File: src/rtl/dfs_pkg.sv
package dfs_pkg;

  typedef enum logic [2:0] {
    ST_IDLE,
    ST_CTL1,
    ST_ON,
    ST_RUN,
    ST_POLL,
    ST_SEAL,
    ST_DONE,
    ST_FAIL
  } dfs_state_t;

endpackage

File: src/rtl/dfs_word_build.sv
module dfs_word_build
  import dfs_pkg::*;
#(
  parameter int unsigned       CTL_W     = 32,
  parameter logic [CTL_W-1:0]  INIT_WORD = 32'h0010_1000,
  parameter int unsigned       ON_BIT    = 1,
  parameter int unsigned       RUN_BIT   = 0,
  parameter int unsigned       LV_W      = 8,
  parameter int unsigned       FORCE_LSB = 24
) (
  input  dfs_state_t        state_i,
  input  logic [LV_W-1:0]   lv_i,
  output logic [CTL_W-1:0]  word_o
);

  localparam logic [CTL_W-1:0] ON_MASK  = CTL_W'(1) << ON_BIT;
  localparam logic [CTL_W-1:0] RUN_MASK = CTL_W'(1) << RUN_BIT;

  logic [CTL_W-1:0] lv_field;

  always_comb begin
    lv_field = CTL_W'(lv_i) << FORCE_LSB;
    unique case (state_i)
      ST_ON:   word_o = INIT_WORD | ON_MASK;
      ST_RUN:  word_o = INIT_WORD | ON_MASK | RUN_MASK;
      ST_POLL: word_o = INIT_WORD | ON_MASK | RUN_MASK | lv_field;
      default: word_o = INIT_WORD;
    endcase
  end

endmodule

File: src/rtl/dfs_lock_watch.sv
module dfs_lock_watch #(
  parameter int unsigned STAT_W     = 32,
  parameter int unsigned FLAG_W     = 3,
  parameter int unsigned LOCK_LSB   = 6,
  parameter int unsigned LV_W       = 8,
  parameter int unsigned POLL_LIMIT = 1024
) (
  input  logic              clk,
  input  logic              rst,
  input  logic [STAT_W-1:0] stat_i,
  input  logic              clear_i,
  input  logic              active_i,
  output logic              locked_o,
  output logic [LV_W-1:0]   lv_o,
  output logic              timeout_o
);

  localparam int unsigned CNT_W = (POLL_LIMIT > 1) ? $clog2(POLL_LIMIT) : 1;

  logic unused_stat;
  assign unused_stat = ^stat_i;

  assign locked_o = &stat_i[FLAG_W-1:0];
  assign lv_o     = stat_i[LOCK_LSB +: LV_W];

  generate
    if (POLL_LIMIT == 0) begin : g_nolimit
      assign timeout_o = 1'b0;
    end else begin : g_limit
      logic [CNT_W-1:0] miss_cnt;

      always_ff @(posedge clk) begin
        if (rst || clear_i) begin
          miss_cnt <= '0;
        end else if (active_i && !locked_o) begin
          miss_cnt <= miss_cnt + 1'b1;
        end
      end

      assign timeout_o = active_i && !locked_o &&
                         (miss_cnt == CNT_W'(POLL_LIMIT - 1));

      // the miss counter starts from zero for each new poll phase
      assert_miss_clear_R10: assert property (@(posedge clk) disable iff (rst)
        clear_i |=> (miss_cnt == '0));
    end
  endgenerate

endmodule

File: src/rtl/dfs_seq_fsm.sv
module dfs_seq_fsm
  import dfs_pkg::*;
#(
  parameter int unsigned CTL_W     = 32,
  parameter int unsigned LV_W      = 8,
  parameter int unsigned FORCE_LSB = 24,
  parameter int unsigned ON_BIT    = 1
) (
  input  logic             clk,
  input  logic             rst,
  input  logic             start_i,
  input  logic [CTL_W-1:0] cfg1_i,
  input  logic [CTL_W-1:0] word_i,
  input  logic             locked_i,
  input  logic [LV_W-1:0]  lv_i,
  input  logic             timeout_i,
  output dfs_state_t       state_o,
  output logic             poll_clear_o,
  output logic             poll_active_o,
  output logic             wr0_o,
  output logic [CTL_W-1:0] d0_o,
  output logic             wr1_o,
  output logic [CTL_W-1:0] d1_o,
  output logic             done_o,
  output logic             err_o
);

  dfs_state_t state_q;

  assign state_o       = state_q;
  assign poll_clear_o  = (state_q == ST_RUN);
  assign poll_active_o = (state_q == ST_POLL);

  always_ff @(posedge clk) begin
    if (rst) begin
      state_q <= ST_IDLE;
      wr0_o   <= 1'b0;
      wr1_o   <= 1'b0;
      d0_o    <= '0;
      d1_o    <= '0;
      done_o  <= 1'b0;
      err_o   <= 1'b0;
    end else begin
      wr0_o <= 1'b0;
      wr1_o <= 1'b0;
      case (state_q)
        ST_IDLE, ST_DONE, ST_FAIL: begin
          if (start_i) begin
            wr0_o   <= 1'b1;
            d0_o    <= word_i;
            done_o  <= 1'b0;
            err_o   <= 1'b0;
            state_q <= ST_CTL1;
          end
        end
        ST_CTL1: begin
          wr1_o   <= 1'b1;
          d1_o    <= cfg1_i;
          state_q <= ST_ON;
        end
        ST_ON: begin
          wr0_o   <= 1'b1;
          d0_o    <= word_i;
          state_q <= ST_RUN;
        end
        ST_RUN: begin
          wr0_o   <= 1'b1;
          d0_o    <= word_i;
          state_q <= ST_POLL;
        end
        ST_POLL: begin
          if (locked_i) begin
            wr0_o   <= 1'b1;
            d0_o    <= word_i;
            state_q <= ST_SEAL;
          end else if (timeout_i) begin
            err_o   <= 1'b1;
            state_q <= ST_FAIL;
          end
        end
        ST_SEAL: begin
          done_o  <= 1'b1;
          state_q <= ST_DONE;
        end
        default: state_q <= ST_IDLE;
      endcase
    end
  end

  // the two register ports never write together
  assert_no_dual_strobe_R11: assert property (@(posedge clk) disable iff (rst)
    !(wr0_o && wr1_o));

  // the control 1 write is followed by the enable write on control 0
  assert_enable_follows_R4: assert property (@(posedge clk) disable iff (rst)
    wr1_o |=> (wr0_o && d0_o[ON_BIT]));

  // the forced word carries the lock value sampled at the lock edge
  assert_force_copy_R7: assert property (@(posedge clk) disable iff (rst)
    (poll_active_o && locked_i) |=> (wr0_o && (d0_o[FORCE_LSB +: LV_W] == $past(lv_i))));

  // done only rises right after a control 0 write
  assert_done_after_force_R8: assert property (@(posedge clk) disable iff (rst)
    $rose(done_o) |-> $past(wr0_o));

  // error and done are exclusive
  assert_flags_excl_R10: assert property (@(posedge clk) disable iff (rst)
    !(done_o && err_o));

  // error only rises after a poll sample without lock
  assert_err_no_lock_R10: assert property (@(posedge clk) disable iff (rst)
    $rose(err_o) |-> !$past(locked_i));

endmodule

File: src/rtl/dll_force_seq.sv
module dll_force_seq
  import dfs_pkg::*;
#(
  parameter int unsigned       CTL_W      = 32,
  parameter int unsigned       STAT_W     = 32,
  parameter logic [CTL_W-1:0]  INIT_WORD  = 32'h0010_1000,
  parameter int unsigned       ON_BIT     = 1,
  parameter int unsigned       RUN_BIT    = 0,
  parameter int unsigned       FLAG_W     = 3,
  parameter int unsigned       LOCK_LSB   = 6,
  parameter int unsigned       LV_W       = 8,
  parameter int unsigned       FORCE_LSB  = 24,
  parameter int unsigned       POLL_LIMIT = 1024
) (
  input  logic              clk,
  input  logic              rst,
  input  logic              start_i,
  input  logic [CTL_W-1:0]  ctl1_cfg_i,
  input  logic [STAT_W-1:0] stat_i,
  output logic              wr0_o,
  output logic [CTL_W-1:0]  wdata0_o,
  output logic              wr1_o,
  output logic [CTL_W-1:0]  wdata1_o,
  output logic              done_o,
  output logic              err_o
);

  dfs_state_t       state;
  logic [CTL_W-1:0] word;
  logic             locked;
  logic [LV_W-1:0]  lv;
  logic             timeout;
  logic             poll_clear;
  logic             poll_active;

  dfs_lock_watch #(
    .STAT_W     (STAT_W),
    .FLAG_W     (FLAG_W),
    .LOCK_LSB   (LOCK_LSB),
    .LV_W       (LV_W),
    .POLL_LIMIT (POLL_LIMIT)
  ) u_watch (
    .clk       (clk),
    .rst       (rst),
    .stat_i    (stat_i),
    .clear_i   (poll_clear),
    .active_i  (poll_active),
    .locked_o  (locked),
    .lv_o      (lv),
    .timeout_o (timeout)
  );

  dfs_word_build #(
    .CTL_W     (CTL_W),
    .INIT_WORD (INIT_WORD),
    .ON_BIT    (ON_BIT),
    .RUN_BIT   (RUN_BIT),
    .LV_W      (LV_W),
    .FORCE_LSB (FORCE_LSB)
  ) u_word (
    .state_i (state),
    .lv_i    (lv),
    .word_o  (word)
  );

  dfs_seq_fsm #(
    .CTL_W     (CTL_W),
    .LV_W      (LV_W),
    .FORCE_LSB (FORCE_LSB),
    .ON_BIT    (ON_BIT)
  ) u_fsm (
    .clk           (clk),
    .rst           (rst),
    .start_i       (start_i),
    .cfg1_i        (ctl1_cfg_i),
    .word_i        (word),
    .locked_i      (locked),
    .lv_i          (lv),
    .timeout_i     (timeout),
    .state_o       (state),
    .poll_clear_o  (poll_clear),
    .poll_active_o (poll_active),
    .wr0_o         (wr0_o),
    .d0_o          (wdata0_o),
    .wr1_o         (wr1_o),
    .d1_o          (wdata1_o),
    .done_o        (done_o),
    .err_o         (err_o)
  );

endmodule

File: config.mk
export PLATFORM = sky130hd
export DESIGN_NAME = dll_force_seq
export DESIGN_NICKNAME = d
export VERILOG_FILES = /design/src/rtl/dfs_pkg.sv /design/src/rtl/dfs_word_build.sv /design/src/rtl/dfs_lock_watch.sv /design/src/rtl/dfs_seq_fsm.sv /design/src/rtl/dll_force_seq.sv
export SDC_FILE = /design/constraint.sdc
export NUM_CORES = 1
export LEC_CHECK = 0
export BUFFER_PORTS_ARGS = -buffer_cell sky130_fd_sc_hd__buf_2
export CAP_MARGIN = 0
export CELL_PAD_IN_SITES_DETAIL_PLACEMENT = 1
export CELL_PAD_IN_SITES_GLOBAL_PLACEMENT = 2
export CORE_MARGIN = 5
export CORE_UTILIZATION = 26
export DETAILED_ROUTE_END_ITERATION = 6
export GPL_TIMING_DRIVEN = 1
export HOLD_SLACK_MARGIN = 0.06
export PLACE_DENSITY = 0.88
export SETUP_SLACK_MARGIN = 0.4
export SYNTH_ARGS = -nofsm -noshare
export SYNTH_HDL_FRONTEND = slang
export SYNTH_SLANG_ARGS = --single-unit
File: constraint.sdc
create_clock -name clk -period 2.8 [get_ports clk]
set_clock_uncertainty 0.2 [all_clocks]
set_input_delay 0.7 -clock clk [delete_from_list [all_inputs] [get_ports clk]]
set_output_delay 0.7 -clock clk [all_outputs]
set_load 0.1 [all_outputs]
Word level (Yosys, flattened, before mapping)
Cells that the tools add are included.
{ "classes": {"eq_ne": 13, "addsub": 1, "mux": 17, "n_reduce_logical": 15} }
{ "op_table": {"columns": ["operator", "count"], "rows": [
  ["$pmux 32 s3", 2],
  ["$mux 32", 2],
  ["$pmux 3 s6", 1],
  ["$eq 3x3->1 const B", 4],
  ["$add 10x1->10 const B", 1],
  ["$eq 10x10->1 const B", 1],
  ["$mux 3", 3],
  ["$ne 2x2->1 const B", 4],
  ["$eq 3x2->1 const B", 2],
  ["$mux 1", 6],
  ["$reduce_and 3->1", 2],
  ["$pmux 1 s2", 2],
  ["$reduce_and 2->1", 2],
  ["$reduce_and 4->1", 1],
  ["$reduce_bool 2->1", 2],
  ["$eq 3x1->1 const B", 1],
  ["$logic_not 3->1", 1],
  ["$ne 3x3->1 const B", 1],
  ["$pmux 1 s3", 1],
  ["$reduce_bool 3->1", 1],
  ["$reduce_or 3->1", 1],
  ["$logic_and 1x1->1", 2],
  ["$reduce_or 2->1", 1],
  ["$logic_not 1->1", 1],
  ["$logic_or 1x1->1", 1]
]} }
{ "word_totals": {"in_bits": 67, "register_bits": 81, "word_cells": 54, "output_inout_bits": 68} }

Depth between registers and ports, before layout
{ "depth": {"depth_word": 7, "depth_mapped": 6, "mapped_depth_nobuf": 5} }

By module
From an unflattened synthesis, not the netlist that was laid out.
{ "hier_totals": {"cells_unflattened": 438, "area_unflattened_um2": 3883.7} }
{ "modules_own_cells": {"columns": ["module", "n_inst", "cells_each", "area_per_inst_um2"], "rows": [
  ["dfs_seq_fsm", 1, 339, 3069.2],
  ["dfs_lock_watch", 1, 63, 551.8],
  ["dfs_word_build", 1, 36, 262.8]
]} }

Worst setup path after synthesis
Ideal clock, no wire load.
{ "synth_path": {"path_type": "reg2out", "startpoint": "reg u_fsm.d0_o[20]", "endpoint": "out wdata0_o[20]", "setup_slack_ns": 0.526, "path_stages_with_launch": 2, "n_path_buf": 1, "t_arrival_ns": 1.374, "cell_sequence": "dfxtp_1 > buf_4"} }
{ "synth_rtl": {"columns": ["item", "line", "text"], "rows": [
  ["start: declaration", "dfs_seq_fsm.sv:21", "output logic [CTL_W-1:0] d0_o,"],
  ["start signal: assignment", "dfs_seq_fsm.sv:50", "d0_o <= word_i;"],
  ["start signal: assignment", "dfs_seq_fsm.sv:63", "d0_o <= word_i;"],
  ["start signal: assignment", "dfs_seq_fsm.sv:68", "d0_o <= word_i;"],
  ["end: declaration", "dll_force_seq.sv:21", "output logic [CTL_W-1:0] wdata0_o,"]
]} }
No word-level cell between the ends.

Worst setup path after layout
{ "layout_path": {"startpoint": "reg u_fsm.state_q[2] (netlist: u_fsm.state_o[2])", "endpoint": "reg u_fsm.d0_o[20]"} }
{ "layout_via": {"elab_chain_len": 4, "word_cells_on_any_way": 13} }
{ "layout_lines": {"columns": ["item", "line", "text"], "rows": [
  ["start: declaration", "dfs_seq_fsm.sv:28", "dfs_state_t state_q;"],
  ["start signal: assignment", "dfs_seq_fsm.sv:36", "state_q <= ST_IDLE;"],
  ["start signal: assignment", "dfs_seq_fsm.sv:53", "state_q <= ST_CTL1;"],
  ["start signal: assignment", "dfs_seq_fsm.sv:59", "state_q <= ST_ON;"],
  ["$eq 3x3->1 (tied with other cells)", "dfs_seq_fsm.sv:46", "case (state_q)"],
  ["$reduce_or 3->1 / $reduce_or 2->1 (equally long branches)", null, null],
  ["$ne 2x2->1 (no line) / $reduce_bool 3->1 (equally long branches)", null, null],
  ["$reduce_and 3->1 (no line)", null, null]
]} }
Parallel ways exist; a longest one is shown, timed or not.
A chain may end at the register's enable or synchronous reset.

==> key figures <==
Critical path
  • CP Launch Point: u_fsm.state_o[2]$_SDFFE_PP0P_
  • FF-to-FF setup slack: 0.69 ns
  • Crit Path Max Fanout: 12
  • Worst R2R Path Depth: 4
  • Critical R2R Capture: u_fsm.d0_o[20]$_SDFFE_PP0P_
  • Startpoint Class: register
  • Crit path largest cell delay: 0.56 ns
  • Type of destination of the critical path: register
  • Worst path cell trace: or3b_4, nor2_2, nor2_4, o21ba_2
  • CP arrival: 2.15 ns
  • Slowest cell on crit path: dfxtp_1
  • CP Data Required Time: 2.84 ns
  • R2r startpoint: u_fsm.state_o[2]$_SDFFE_PP0P_
  • CP Class: reg -> reg

Final layout
  • Storage element area: 0.00120 sq mm
  • # fillers: 1,214
  • Post-route insts no fill: 533
  • Share of post-route cells with drive strength above 1: 31.8%
  • Fin util: 34.2%
  • Post-layout net count: 463
  • Area Growth Syn to Fin: 28.5%
  • Area of the multi-input gates: 0.00121 sq mm
  • Antenna cells: 0

Detailed routing
  • Initial DRC Count: 97
  • Total wire length: 6930 um
  • 1st-pass router iterations: 4
  • Vias: 2,277
  • Wire length per cell: 13.0 um
  • Detail Route Antenna Nets: 0
  • DRC Markers: 0
  • Vias/cell: 4.27

STA
  • Final Setup Violations: 0
  • Fmax: 0.473 GHz
  • Worst hold margin: 0.253 ns
  • Final worst slack: 0.685 ns
  • Slew HR: 61.1%
  • Hold Vio Cnt, Final: 0
  • Unrepaired setup endpoints after global routing: false
  • Setup_tns: 0 ns
  • Period utilization: 75.5%
  • Worst slew pin tran: 0.583 ns
  • Shortest period the worst path allows: 2.11 ns
  • Pins Over Slew Limit: 0

Die
  • Die height: 110 um
  • Core ar.: 0.00973 sq mm
  • Row cnt: 36
  • I/O pin total: 135
  • Die Wd: 110 um
  • DIE AREA: 0.0121 sq mm
  • Starting Density: 26.6%

Place
  • Post-place setup slack: 0.621 ns
  • Routability cong.: 0.742
  • Port buffer count: 93
  • Cells after DPL: 517
  • HPWL Detailed: 5130 um

Global route
  • Total grt overflow: 0
  • Gr usage total: 11.4%
  • Global-route wire length before repair: 10,600 um
  • Vias in the first global route: 2,245
  • Antenna violations before repair: 0
  • Largest net degree at the start of global routing: 30

Power
  • Largest vdd supply drop: 0.378 mV
  • P_leak: 1.44 nW
  • Cell Pwr Density: 737 mW/mm^2

Hold path
  • Min-Delay Path Class: reg -> reg
  • Hold path start: u_fsm.d1_o[13]$_SDFFE_PP0P_
  • Worst Hold End: u_fsm.d1_o[13]$_SDFFE_PP0P_
  • Hold depth: 2

Logic synthesis
  • Gate Count Post-Synth: 307
  • Syn Area/Cell: 8.43 sq um
  • Sequential area share after synthesis: 46.4%
  • Register bit total from synthesis: 60
  • Cell taking the most area after synthesis: dfxtp_1
  • Library cells used by synthesis: 38
  • Post-synth EDFFs: 0
  • Count leader, synth: nand2_1
  • Area share of the largest cell type after synthesis: 46.4%
  • Synth async-reset ratio: 0%
  • Synthesis Warnings: 0
  • Synth top cells by count: 80 x nand2_1, 60 x dfxtp_1, 41 x a21oi_1
  • Synth Flop Type: dfxtp_1
  • Cell area after synthesis: 0.00259 sq mm
  • Ranking of synthesized cells by area: dfxtp_1 46%, nand2_1 12%, a21oi_1 7.9%

Clocking
  • Total CTS buffers: 9
  • Max Root-Sink Buffers: 2
  • Clock latency on the worst-skew pair: 0.34 ns
  • Clock slew at reported path FFs: 0.07 ns
  • CTS-repair resized insts: 0
  • CTS tree: done
  • H-tree depth: 3
  • Postcts setup bufs: 0
  • CTS Root Cell: clkbuf_8
  • CTS sink cnt: 60
  • Hold_buf cts: 0

Run status
  • Status: complete, no violations

Run
  • Max-cap viol count: 0
## layout by cell type (no fill, tap or decap), types with 4 or more instances in the layout
cell type and instances:
clkbuf_8 9, nand2b_1 10, dfxtp_1 60, conb_1 20
nor3_1 4, xnor2_1 8, nor2_1 12, buf_2 93
a21oi_1 41, nand2_1 80, nand3_1 6, mux2i_1 8
buf_4 4
## per-layer routing
metal	wire [um]	track usage [%]	vias to the layer above
met1	2930	12.8	1047
met2	3340	19.5	78
li1	-	-	1144
met5	0	0	-
met3	576	4.64	8
met4	89	4.01	0
## kinds of logic (layout without fill, tap and decap cells)
kind of cell,Yosys count,in the layout,synth area share [%]
AO/OA/AOI/OAI,54,54,11.9
flip-flops,60,60,46.4
XOR/XNOR,8,8,2.71
other,1,20,0.145
buffers and inverters,43,117,9.76
adder cells (fa/ha/maj),1,1,0.483
multiplexers,8,8,3.09
AND/OR/NAND/NOR,132,132,25.5
## area by class of cell
type,count,share of cell area (%)
Multi-Input combinational cell,223,36.3
Sequential cell,60,36.1
Timing Repair Buffer,98,15.5
Tap cell,133,5.00
Clock buffer,9,3.72
Clock inverter,7,2.97
Inverter,3,0.339
## sequential cells by signal (all words and copies together), names as in the netlist
| name | cells |
|---|---|
| u_fsm.done_o | 1 |
| u_fsm.state_o | 3 |
| u_fsm.d0_o | 11 |
| u_fsm.d1_o | 32 |
| u_fsm.err_o | 1 |
| u_watch.g_limit.miss_cnt | 10 |
| u_fsm.wr0_o | 1 |
| u_fsm.wr1_o | 1 |
## worst max-delay path: cells and delay by family (launching register included)
kind | cells | cell delay (ns)
AO/OA/AOI/OAI | 1 | 0.22
AND/OR/NAND/NOR | 3 | 1.04
flip-flops | 1 | 0.56
## where the power goes
group	switching, mW	internal, mW
registers	0.0296	0.897
logic	0.549	0.113
clock network	0.359	0.505
## stage by stage
stage,power (mW),cell area (sq um)
floorplan,1.52,2660
global placement,1.61,3100
detailed placement,1.61,3100
CTS,2.49,3330
global route,2.57,3330
finish,2.45,3330
## worst max path at each step
stage | endpoint | depth (start not counted)
after floorplan | wdata0_o[20] | 1
after global placement | u_fsm.d0_o[20]$_SDFFE_PP0P_ | 6
after detailed placement | u_fsm.d0_o[20]$_SDFFE_PP0P_ | 6
after CTS | u_fsm.d0_o[20]$_SDFFE_PP0P_ | 4
after global routing | u_fsm.d0_o[20]$_SDFFE_PP0P_ | 4
final | u_fsm.d0_o[20]$_SDFFE_PP0P_ | 4
(Power assumes the default switching activity.)
